**config.mk**
```make
export PLATFORM = sky130hd
export DESIGN_NAME = irqerr_latch
export DESIGN_NICKNAME = d
export VERILOG_FILES = /design/src/rtl/irqlat_pkg.sv /design/src/rtl/irqlat_dec.sv /design/src/rtl/irqlat_stat.sv /design/src/rtl/irqlat_errcap.sv /design/src/rtl/irqlat_rdmux.sv /design/src/rtl/irqerr_latch.sv
export SDC_FILE = /design/constraint.sdc
export NUM_CORES = 1
export LEC_CHECK = 0
export BUFFER_PORTS_ARGS = -buffer_cell sky130_fd_sc_hd__buf_2
export CORE_UTILIZATION = 45
export DETAILED_ROUTE_END_ITERATION = 12
export PLACE_DENSITY_LB_ADDON = 0.25
export SLEW_MARGIN = 20
export SYNTH_ARGS = -nofsm -noshare
export SYNTH_HDL_FRONTEND = slang
export SYNTH_SLANG_ARGS = --single-unit
```
**constraint.sdc**
```tcl
create_clock -name clk -period 1.3 [get_ports clk]
set_clock_uncertainty 0.05 [all_clocks]
set_input_delay 0.065 -clock clk [delete_from_list [all_inputs] [get_ports clk]]
set_output_delay 0.065 -clock clk [all_outputs]
set_load 0.005 [all_outputs]
```
**src/rtl/irqlat_pkg.sv**
```systemverilog
package irqlat_pkg;

    localparam int unsigned SRC_N    = 2;
    localparam int unsigned SRC_CHAN = 0;
    localparam int unsigned SRC_BERR = 1;

    // Word indices inside the register window
    localparam int unsigned WIX_ADDR_LO = 0;
    localparam int unsigned WIX_ADDR_HI = 1;
    localparam int unsigned WIX_STAT    = 3;
    localparam int unsigned WIX_ENAB    = 5;
    localparam int unsigned WIX_CLR     = 7;

    typedef enum logic [2:0] {
        RSEL_NONE    = 3'd0,
        RSEL_ADDR_LO = 3'd1,
        RSEL_ADDR_HI = 3'd2,
        RSEL_STAT    = 3'd3,
        RSEL_ENAB    = 3'd4,
        RSEL_CLR     = 3'd5
    } rsel_e;

endpackage

```
**src/rtl/irqlat_dec.sv**
```systemverilog
module irqlat_dec
    import irqlat_pkg::*;
#(
    parameter int unsigned ADDR_W = 5
) (
    input  logic [ADDR_W-1:0] addr,
    output rsel_e             rsel
);
    localparam int unsigned WIX_W = ADDR_W - 2;

    logic [WIX_W-1:0] widx;
    logic             aligned;

    always_comb begin
        widx    = addr[ADDR_W-1:2];
        aligned = (addr[1:0] == 2'b00);
        rsel    = RSEL_NONE;
        if (aligned) begin
            if (widx == WIX_W'(WIX_ADDR_LO))      rsel = RSEL_ADDR_LO;
            else if (widx == WIX_W'(WIX_ADDR_HI)) rsel = RSEL_ADDR_HI;
            else if (widx == WIX_W'(WIX_STAT))    rsel = RSEL_STAT;
            else if (widx == WIX_W'(WIX_ENAB))    rsel = RSEL_ENAB;
            else if (widx == WIX_W'(WIX_CLR))     rsel = RSEL_CLR;
            else                                  rsel = RSEL_NONE;
        end
    end

endmodule

```
**src/rtl/irqlat_stat.sv**
```systemverilog
module irqlat_stat #(
    parameter int unsigned SRC_N = 2
) (
    input  logic             clk,
    input  logic             rst_n,
    input  logic [SRC_N-1:0] evt,
    input  logic             en_we,
    input  logic [SRC_N-1:0] en_bits,
    input  logic             clr_we,
    input  logic [SRC_N-1:0] clr_bits,
    input  logic             cor_hit,
    output logic [SRC_N-1:0] stat_q,
    output logic [SRC_N-1:0] en_q,
    output logic [SRC_N-1:0] first_evt
);
    typedef struct packed {
        logic [SRC_N-1:0] stat;
        logic [SRC_N-1:0] en;
    } stat_st_t;

    stat_st_t st_d, st_q;
    logic [SRC_N-1:0] clr_vec;
    logic [SRC_N-1:0] evt_ok;

    always_comb begin
        st_d = st_q;
        for (int i = 0; i < SRC_N; i++) begin
            clr_vec[i]   = (clr_we && clr_bits[i]) || cor_hit;
            evt_ok[i]    = evt[i] && st_q.en[i];
            // an event counts as first when the bit is idle or being cleared now
            first_evt[i] = evt_ok[i] && (!st_q.stat[i] || clr_vec[i]);
            if (evt_ok[i])        st_d.stat[i] = 1'b1;
            else if (clr_vec[i])  st_d.stat[i] = 1'b0;
            if (en_we && en_bits[i]) st_d.en[i] = 1'b1;
        end
    end

    always_ff @(posedge clk or negedge rst_n) begin
        if (!rst_n) st_q <= '0;
        else        st_q <= st_d;
    end

    assign stat_q = st_q.stat;
    assign en_q   = st_q.en;

endmodule

```
**src/rtl/irqlat_errcap.sv**
```systemverilog
module irqlat_errcap #(
    parameter int unsigned ERR_W = 64
) (
    input  logic             clk,
    input  logic             rst_n,
    input  logic             cap,
    input  logic [ERR_W-1:0] addr_in,
    output logic [ERR_W-1:0] addr_q
);
    typedef struct packed {
        logic [ERR_W-1:0] addr;
    } cap_st_t;

    cap_st_t cs_d, cs_q;

    always_comb begin
        cs_d = cs_q;
        if (cap) cs_d.addr = addr_in;
    end

    always_ff @(posedge clk or negedge rst_n) begin
        if (!rst_n) cs_q <= '0;
        else        cs_q <= cs_d;
    end

    assign addr_q = cs_q.addr;

endmodule

```
**src/rtl/irqlat_rdmux.sv**
```systemverilog
module irqlat_rdmux
    import irqlat_pkg::*;
#(
    parameter int unsigned DATA_W = 32,
    parameter int unsigned ERR_W  = 64,
    parameter int unsigned SRC_N  = 2
) (
    input  logic              clk,
    input  logic              rst_n,
    input  logic              rd,
    input  rsel_e             rsel,
    input  logic [ERR_W-1:0]  addr,
    input  logic [SRC_N-1:0]  stat,
    input  logic [SRC_N-1:0]  en,
    output logic [DATA_W-1:0] rdata_q
);
    localparam int unsigned PAD_W = 2 * DATA_W;

    typedef struct packed {
        logic [DATA_W-1:0] rdata;
    } rd_st_t;

    rd_st_t rs_d, rs_q;
    logic [PAD_W-1:0] addr_pad;

    always_comb begin
        addr_pad              = '0;
        addr_pad[ERR_W-1:0]   = addr;
        rs_d                  = rs_q;
        if (rd) begin
            rs_d.rdata = '0;
            case (rsel)
                RSEL_ADDR_LO: rs_d.rdata = addr_pad[DATA_W-1:0];
                RSEL_ADDR_HI: rs_d.rdata = addr_pad[PAD_W-1:DATA_W];
                RSEL_STAT:    rs_d.rdata[SRC_N-1:0] = stat;
                RSEL_ENAB:    rs_d.rdata[SRC_N-1:0] = en;
                default:      rs_d.rdata = '0;
            endcase
        end
    end

    always_ff @(posedge clk or negedge rst_n) begin
        if (!rst_n) rs_q <= '0;
        else        rs_q <= rs_d;
    end

    assign rdata_q = rs_q.rdata;

endmodule

```
**src/rtl/irqerr_latch.sv**
```systemverilog
module irqerr_latch
    import irqlat_pkg::*;
#(
    parameter int unsigned ADDR_W    = 5,
    parameter int unsigned DATA_W    = 32,
    parameter int unsigned ERR_W     = 64,
    parameter logic [7:0]  IDLE_MASK = 8'h51
) (
    input  logic              clk,
    input  logic              rst_n,
    input  logic              reg_wr,
    input  logic              reg_rd,
    input  logic [ADDR_W-1:0] reg_addr,
    input  logic [DATA_W-1:0] reg_wdata,
    output logic [DATA_W-1:0] reg_rdata,
    input  logic              chan_evt,
    input  logic              berr_evt,
    input  logic [ERR_W-1:0]  berr_addr,
    input  logic              dev_stat_rd,
    input  logic [7:0]        dev_stat_byte,
    output logic              irq_o
);
    rsel_e            rsel;
    logic [SRC_N-1:0] evt;
    logic [SRC_N-1:0] stat_q;
    logic [SRC_N-1:0] en_q;
    logic [SRC_N-1:0] first_evt;
    logic [ERR_W-1:0] err_addr_q;
    logic             cor_hit;
    logic             unused_wdata;

    assign unused_wdata = ^reg_wdata[DATA_W-1:SRC_N];

    assign evt[SRC_CHAN] = chan_evt;
    assign evt[SRC_BERR] = berr_evt;
    assign cor_hit       = dev_stat_rd && ((dev_stat_byte & IDLE_MASK) != 8'h00);

    irqlat_dec #(.ADDR_W(ADDR_W)) u_dec (
        .addr (reg_addr),
        .rsel (rsel)
    );

    irqlat_stat #(.SRC_N(SRC_N)) u_stat (
        .clk       (clk),
        .rst_n     (rst_n),
        .evt       (evt),
        .en_we     (reg_wr && (rsel == RSEL_ENAB)),
        .en_bits   (reg_wdata[SRC_N-1:0]),
        .clr_we    (reg_wr && (rsel == RSEL_CLR)),
        .clr_bits  (reg_wdata[SRC_N-1:0]),
        .cor_hit   (cor_hit),
        .stat_q    (stat_q),
        .en_q      (en_q),
        .first_evt (first_evt)
    );

    irqlat_errcap #(.ERR_W(ERR_W)) u_cap (
        .clk     (clk),
        .rst_n   (rst_n),
        .cap     (first_evt[SRC_BERR]),
        .addr_in (berr_addr),
        .addr_q  (err_addr_q)
    );

    irqlat_rdmux #(.DATA_W(DATA_W), .ERR_W(ERR_W), .SRC_N(SRC_N)) u_rd (
        .clk     (clk),
        .rst_n   (rst_n),
        .rd      (reg_rd),
        .rsel    (rsel),
        .addr    (err_addr_q),
        .stat    (stat_q),
        .en      (en_q),
        .rdata_q (reg_rdata)
    );

    assign irq_o = |stat_q;

endmodule

```
Word-level counts from Yosys, hierarchy flattened
Cells that the tools add are included.
{"block": "word_totals", "register_bits": 100, "input_bits": 116, "elab_cells": 47}
{"block": "op_classes", "n_eq_ne": 9, "n_mux": 12, "n_reduce_logical": 20}
{"cell": "$pmux W30 S2", "n": 1}
{"cell": "$mux W3", "n": 6}
{"cell": "$eq A3 B3 Y1 const B", "n": 4}
{"cell": "$logic_and A1 B1 Y1", "n": 10}
{"cell": "$eq A3 B2 Y1 const B", "n": 3}
{"cell": "$pmux W2 S4", "n": 1}
{"cell": "$reduce_bool A8 Y1", "n": 1}
{"cell": "$eq A3 B1 Y1 const B", "n": 2}
{"cell": "$mux W1", "n": 4}
{"cell": "$reduce_bool A2 Y1", "n": 2}
{"cell": "$logic_not A3 Y1", "n": 1}
{"cell": "$logic_or A1 B1 Y1", "n": 3}
{"cell": "$logic_not A2 Y1", "n": 1}
{"cell": "$reduce_or A2 Y1", "n": 1}
{"cell": "$logic_not A1 Y1", "n": 1}

Logic depth before layout (Yosys ltp)
{"block": "depth", "depth_word": 13, "mapped_depth": 6, "depth_no_buf": 4}

By module
Synthesis repeated with hierarchy kept, for this count alone.
{"block": "hier_totals", "hier_cells": 313, "hier_area_um2": 4406.7}
{"module": "irqlat_errcap", "instances": 1, "cells_each": 135, "area_per_inst_um2": 2678.8}
{"module": "irqlat_rdmux", "instances": 1, "cells_each": 154, "area_per_inst_um2": 1482.7}
{"module": "irqlat_stat", "instances": 1, "cells_each": 15, "area_per_inst_um2": 166.4}
{"module": "irqlat_dec", "instances": 1, "cells_each": 5, "area_per_inst_um2": 41.3}
{"module": "irqerr_latch", "instances": 1, "cells_each": 4, "area_per_inst_um2": 37.5}

Least setup slack after synthesis
OpenSTA, ideal clock, no wires.
{"block": "synth_timing", "path_type": "input port to flip-flop", "from": "input port reg_addr[1]", "to": "register u_cap.cs_q (netlist bit u_cap.addr_q[0])", "setup_time_ns": 0.125, "arrival_time_ns": 1.434, "required_time_ns": 1.125, "path_slack_ns": -0.309, "cell_stages": 6, "n_path_buf": 2, "cell_sequence": "or3b_1 > buf_2 > o211ai_2 > nand3_4 > buf_6 > mux2_4"}
{"block": "synth_via", "elab_chain_len": 8}
{"element": "start, declared", "line": "irqerr_latch.sv:13", "rtl": "input logic [ADDR_W-1:0] reg_addr,"}
{"element": "$logic_not A2 Y1", "line": "irqlat_dec.sv:16", "rtl": "aligned = (addr[1:0] == 2'b00);"}
{"element": "$mux W3", "line": "irqlat_dec.sv:18", "rtl": "if (aligned) begin"}
{"element": "$eq A3 B3 Y1", "line": "irqerr_latch.sv:49", "rtl": ".clr_we (reg_wr && (rsel == RSEL_CLR)),"}
{"element": "$logic_and A1 B1 Y1", "line": "irqerr_latch.sv:49"}
{"element": "$logic_and A1 B1 Y1", "line": "irqlat_stat.sv:28", "rtl": "clr_vec[i] = (clr_we && clr_bits[i]) || cor_hit;"}
{"element": "$logic_or A1 B1 Y1", "line": "irqlat_stat.sv:28"}
{"element": "$logic_or A1 B1 Y1", "line": "irqlat_stat.sv:31", "rtl": "first_evt[i] = evt_ok[i] && (!st_q.stat[i] || clr_vec[i]);"}
{"element": "$logic_and A1 B1 Y1", "line": "irqlat_stat.sv:31"}
{"element": "end signal, assigned", "line": "irqlat_errcap.sv:23", "rtl": "else cs_q <= cs_d;"}
{"element": "end, declared", "line": "irqlat_errcap.sv:14", "rtl": "cap_st_t cs_d, cs_q;"}
No other way between the ends.
A chain may end at the register's enable or synchronous reset.

Worst setup path after layout
{"block": "layout_timing", "from": "register u_stat.st_q (netlist bit u_stat.stat_q[1])", "to": "register u_cap.cs_q (netlist bit u_cap.addr_q[50])"}
{"block": "layout_via", "elab_chain_len": 3}
{"element": "start, declared", "line": "irqlat_stat.sv:21", "rtl": "stat_st_t st_d, st_q;"}
{"element": "start signal, assigned", "line": "irqlat_stat.sv:40", "rtl": "else st_q <= st_d;"}
{"element": "$logic_not A1 Y1", "line": "irqlat_stat.sv:31"}
{"element": "$logic_or A1 B1 Y1", "line": "irqlat_stat.sv:31"}
{"element": "$logic_and A1 B1 Y1", "line": "irqlat_stat.sv:31"}
No other way between the ends.

==> flow_summary.ini <==
[die]
ios = 149
core_area_sq_mm = 0.009240
row_count = 35
die_w_microns = 99.79
initial_core_util_pct = 46.57
fp.dieH_microns = 99.79
die_area_sq_mm = 0.009957

[worst_setup_path]
worstPathRequired_ns = 1.48
crit_top_cell = buf_12
worstPathArrival_ns = 1.61
crit_type = flip-flop to flip-flop
cp-startpoint = u_stat.stat_q[1]
crit_chain = o211ai_4 -> nand3_4 -> buf_12 -> buf_12 -> mux2_4
reg2reg_from = u_stat.stat_q[1]
startpoint_type = flip-flop
end_kind = flip-flop
cp_max_fo = 11
cp_slowest_cell = dfrtp_1
slowest_delay_ns = 0.43

[layout]
utilization_pct = 67.76
n_fill_cell = 696
syn2layout_area_growth_pct = 45.51
nets = 627
drive_gt1_share_pct = 45.16
ff_latch_area_sq_mm = 0.002502
antenna_cells = 0
multiInputGateArea_sq_mm = 0.001714
postLayoutCellArea_sq_mm = 0.006261

[routing]
wl_per_cell_microns = 16.33
drc_errors = 0
drt_iter0_drc = 130
ant_nets = 0
routed_via_density = 5.016
wirelength_microns = 10540
via_count = 3235
dr.pass1.iters = 4

[place]
place.gp.congestion = 0.7921
placedInstanceArea_sq_mm = 0.005131
post-place-ws_ns = -0.4147
portBuffers = 113
dp.final_hpwl_microns = 6199

[synthesis]
ys_seq_area_share_pct = 58.16
netlist_instances = 309
yosys_warnings = 0
synth.avg_cell_area_sq_um = 13.93
synth_common_cells = 100 x dfrtp_1, 60 x mux2_4, 32 x a21oi_1
synth-edff-count = 0
synth_ff_type = dfrtp_1
synth_top_area_share_pct = 58.16
synthTopCellsByArea = dfrtp_1 58%, mux2_4 21%, a22oi_1 5.2%, a21oi_1 3.7%, nor2_1 2.7%
yosysUniqueCellTypes = 28
synth_top_area_cell = dfrtp_1
synth_most_common_cell = dfrtp_1
synth-seq-cells = 100
ys_async_sr_fraction_pct = 100.0
synth.cell_area_sq_mm = 0.004303
syn-num-nets = 425

[global_route]
antenna_found_initial = 0
grt_pass1_wl_microns = 16390
first_global_vias = 3379
overflow = 0
track_usage_pct = 21.15
grt_max_degree = 101

[timing]
fmax_mhz = 703.1
hold_viol = 0
setup_viol = 64
worstMarginPinSlew_ns = 0.5420
final.min_clock_period_ns = 1.422
fin_ws_ns = -0.1223
fin_hold_ws_ns = 0.06589
setup_tns_ns = -6.588
rsz0062_at_grt = true
final.period_utilization_pct = 109.4
relSlewSlack_pct = 63.87
slew_viol_final = 0

[cts]
clock-root-buffer = clkbuf_8
path_clk_slew_ns = 0.10
cts_tree = done
clockBufferDepth = 2
clock_latency_ns = 0.36
clock-sinks = 100
htree_levels = 3
cts_buffers = 9

[job]
drv_cap = 0

[power]
power_density_mw_per_mm2 = 1490
cellLeakagePower_nw = 3.078
vdd_drop_max_mv = 0.8041

[hold_path]
min_from = reg_addr[1]
hold_class = input pin to flip-flop

[run_status]
violations = negative setup slack
status = finished with violations
-- cells by family (layout without fill, tap and decap cells) --
family                     count (synthesis)  after routing  share of synthesized area [%]
buffers and inverters                     25            232                          3.431
adders and majority gates                  1              1                         0.2326
muxes                                     64             64                          21.98
AOI/OAI and AO/OA                         71             71                          10.70
and+or+nand+nor                           48             48                          5.496
DFF                                      100            100                          58.16
-- final timing paths --
path	to	cells after the start	slack, ns
max	u_cap.addr_q[50]	5	-0.12
min	u_rd.rdata_q[0]	4	0.07
max reg2reg	u_cap.addr_q[50]	5	-0.12
min reg2reg	u_stat.stat_q[0]	2	0.46
max in group asynchronous	u_cap.addr_q[50]	3	0.53
min in group asynchronous	u_cap.addr_q[6]	3	0.22
-- final cells by class --
cell class / count / area share [%]
Sequential cell: 100 / 39.97
Multi-Input combinational cell: 184 / 27.38
Timing Repair Buffer: 213 / 26.34
Tap cell: 129 / 2.578
Clock buffer: 10 / 2.038
Clock inverter: 6 / 1.519
Inverter: 3 / 0.1799
-- critical path, delay by kind of cell, from the launching register on --
kind	cells	cell delay, ns
AOI/OAI and AO/OA	1	0.10
buffers and inverters	2	0.31
DFF	1	0.43
muxes	1	0.30
and+or+nand+nor	1	0.10
-- layer usage --
layer  up-vias  track usage, %  wire length, microns
met1      1608           28.18                  4840
met5         -               0                     0
met3         7           4.457                   550
met4         0           5.543                    78
met2       104           35.33                  5065
li1       1516               -                     -
-- registers in the layout, summed over array words and instances (netlist names) --
register / count
u_rd.rdata_q: 32
u_stat.en_q: 2
u_cap.addr_q: 64
u_stat.stat_q: 2
-- placed cells by master (no fill, tap or decap), types with 2 or more instances in the layout --
cell type,instances
a21oi_1,31
a22oi_1,30
a31o_2,2
buf_12,5
buf_2,111
buf_4,14
buf_6,10
bufinv_16,2
clkbuf_16,3
clkbuf_8,9
clkinv_4,2
dfrtp_1,100
dlygate4sd3_1,70
inv_1,3
inv_6,2
mux2_4,64
nand2_1,4
nand3b_1,4
nand4_1,2
nor2_1,30
o22ai_1,2
-- report_power, final --
part / internal, mW / switching, mW
sequential: 4.07 / 0.585
clock: 1.11 / 1.10
combinational: 1.75 / 0.709
total: 6.93 / 2.40
-- stage by stage --
stage / std cells / power (mW)
floorplan: 309 / 6.175
global placement: 551 / 6.703
detailed placement: 551 / 6.810
CTS: 638 / 9.230
global route: 645 / 9.751
finish: 645 / 9.326
-- repair_timing --
action                                  4_1_cts  5_1_grt
gates resized for setup                       3       18
hold buffers                                 70        0
endpoints found under the setup margin       64       84
setup buffers                                 1        2
pin swaps                                     0        5
endpoints found under the hold margin       168        0
cloned                                        0        5
Note: power is estimated with default switching activity, not from simulation.
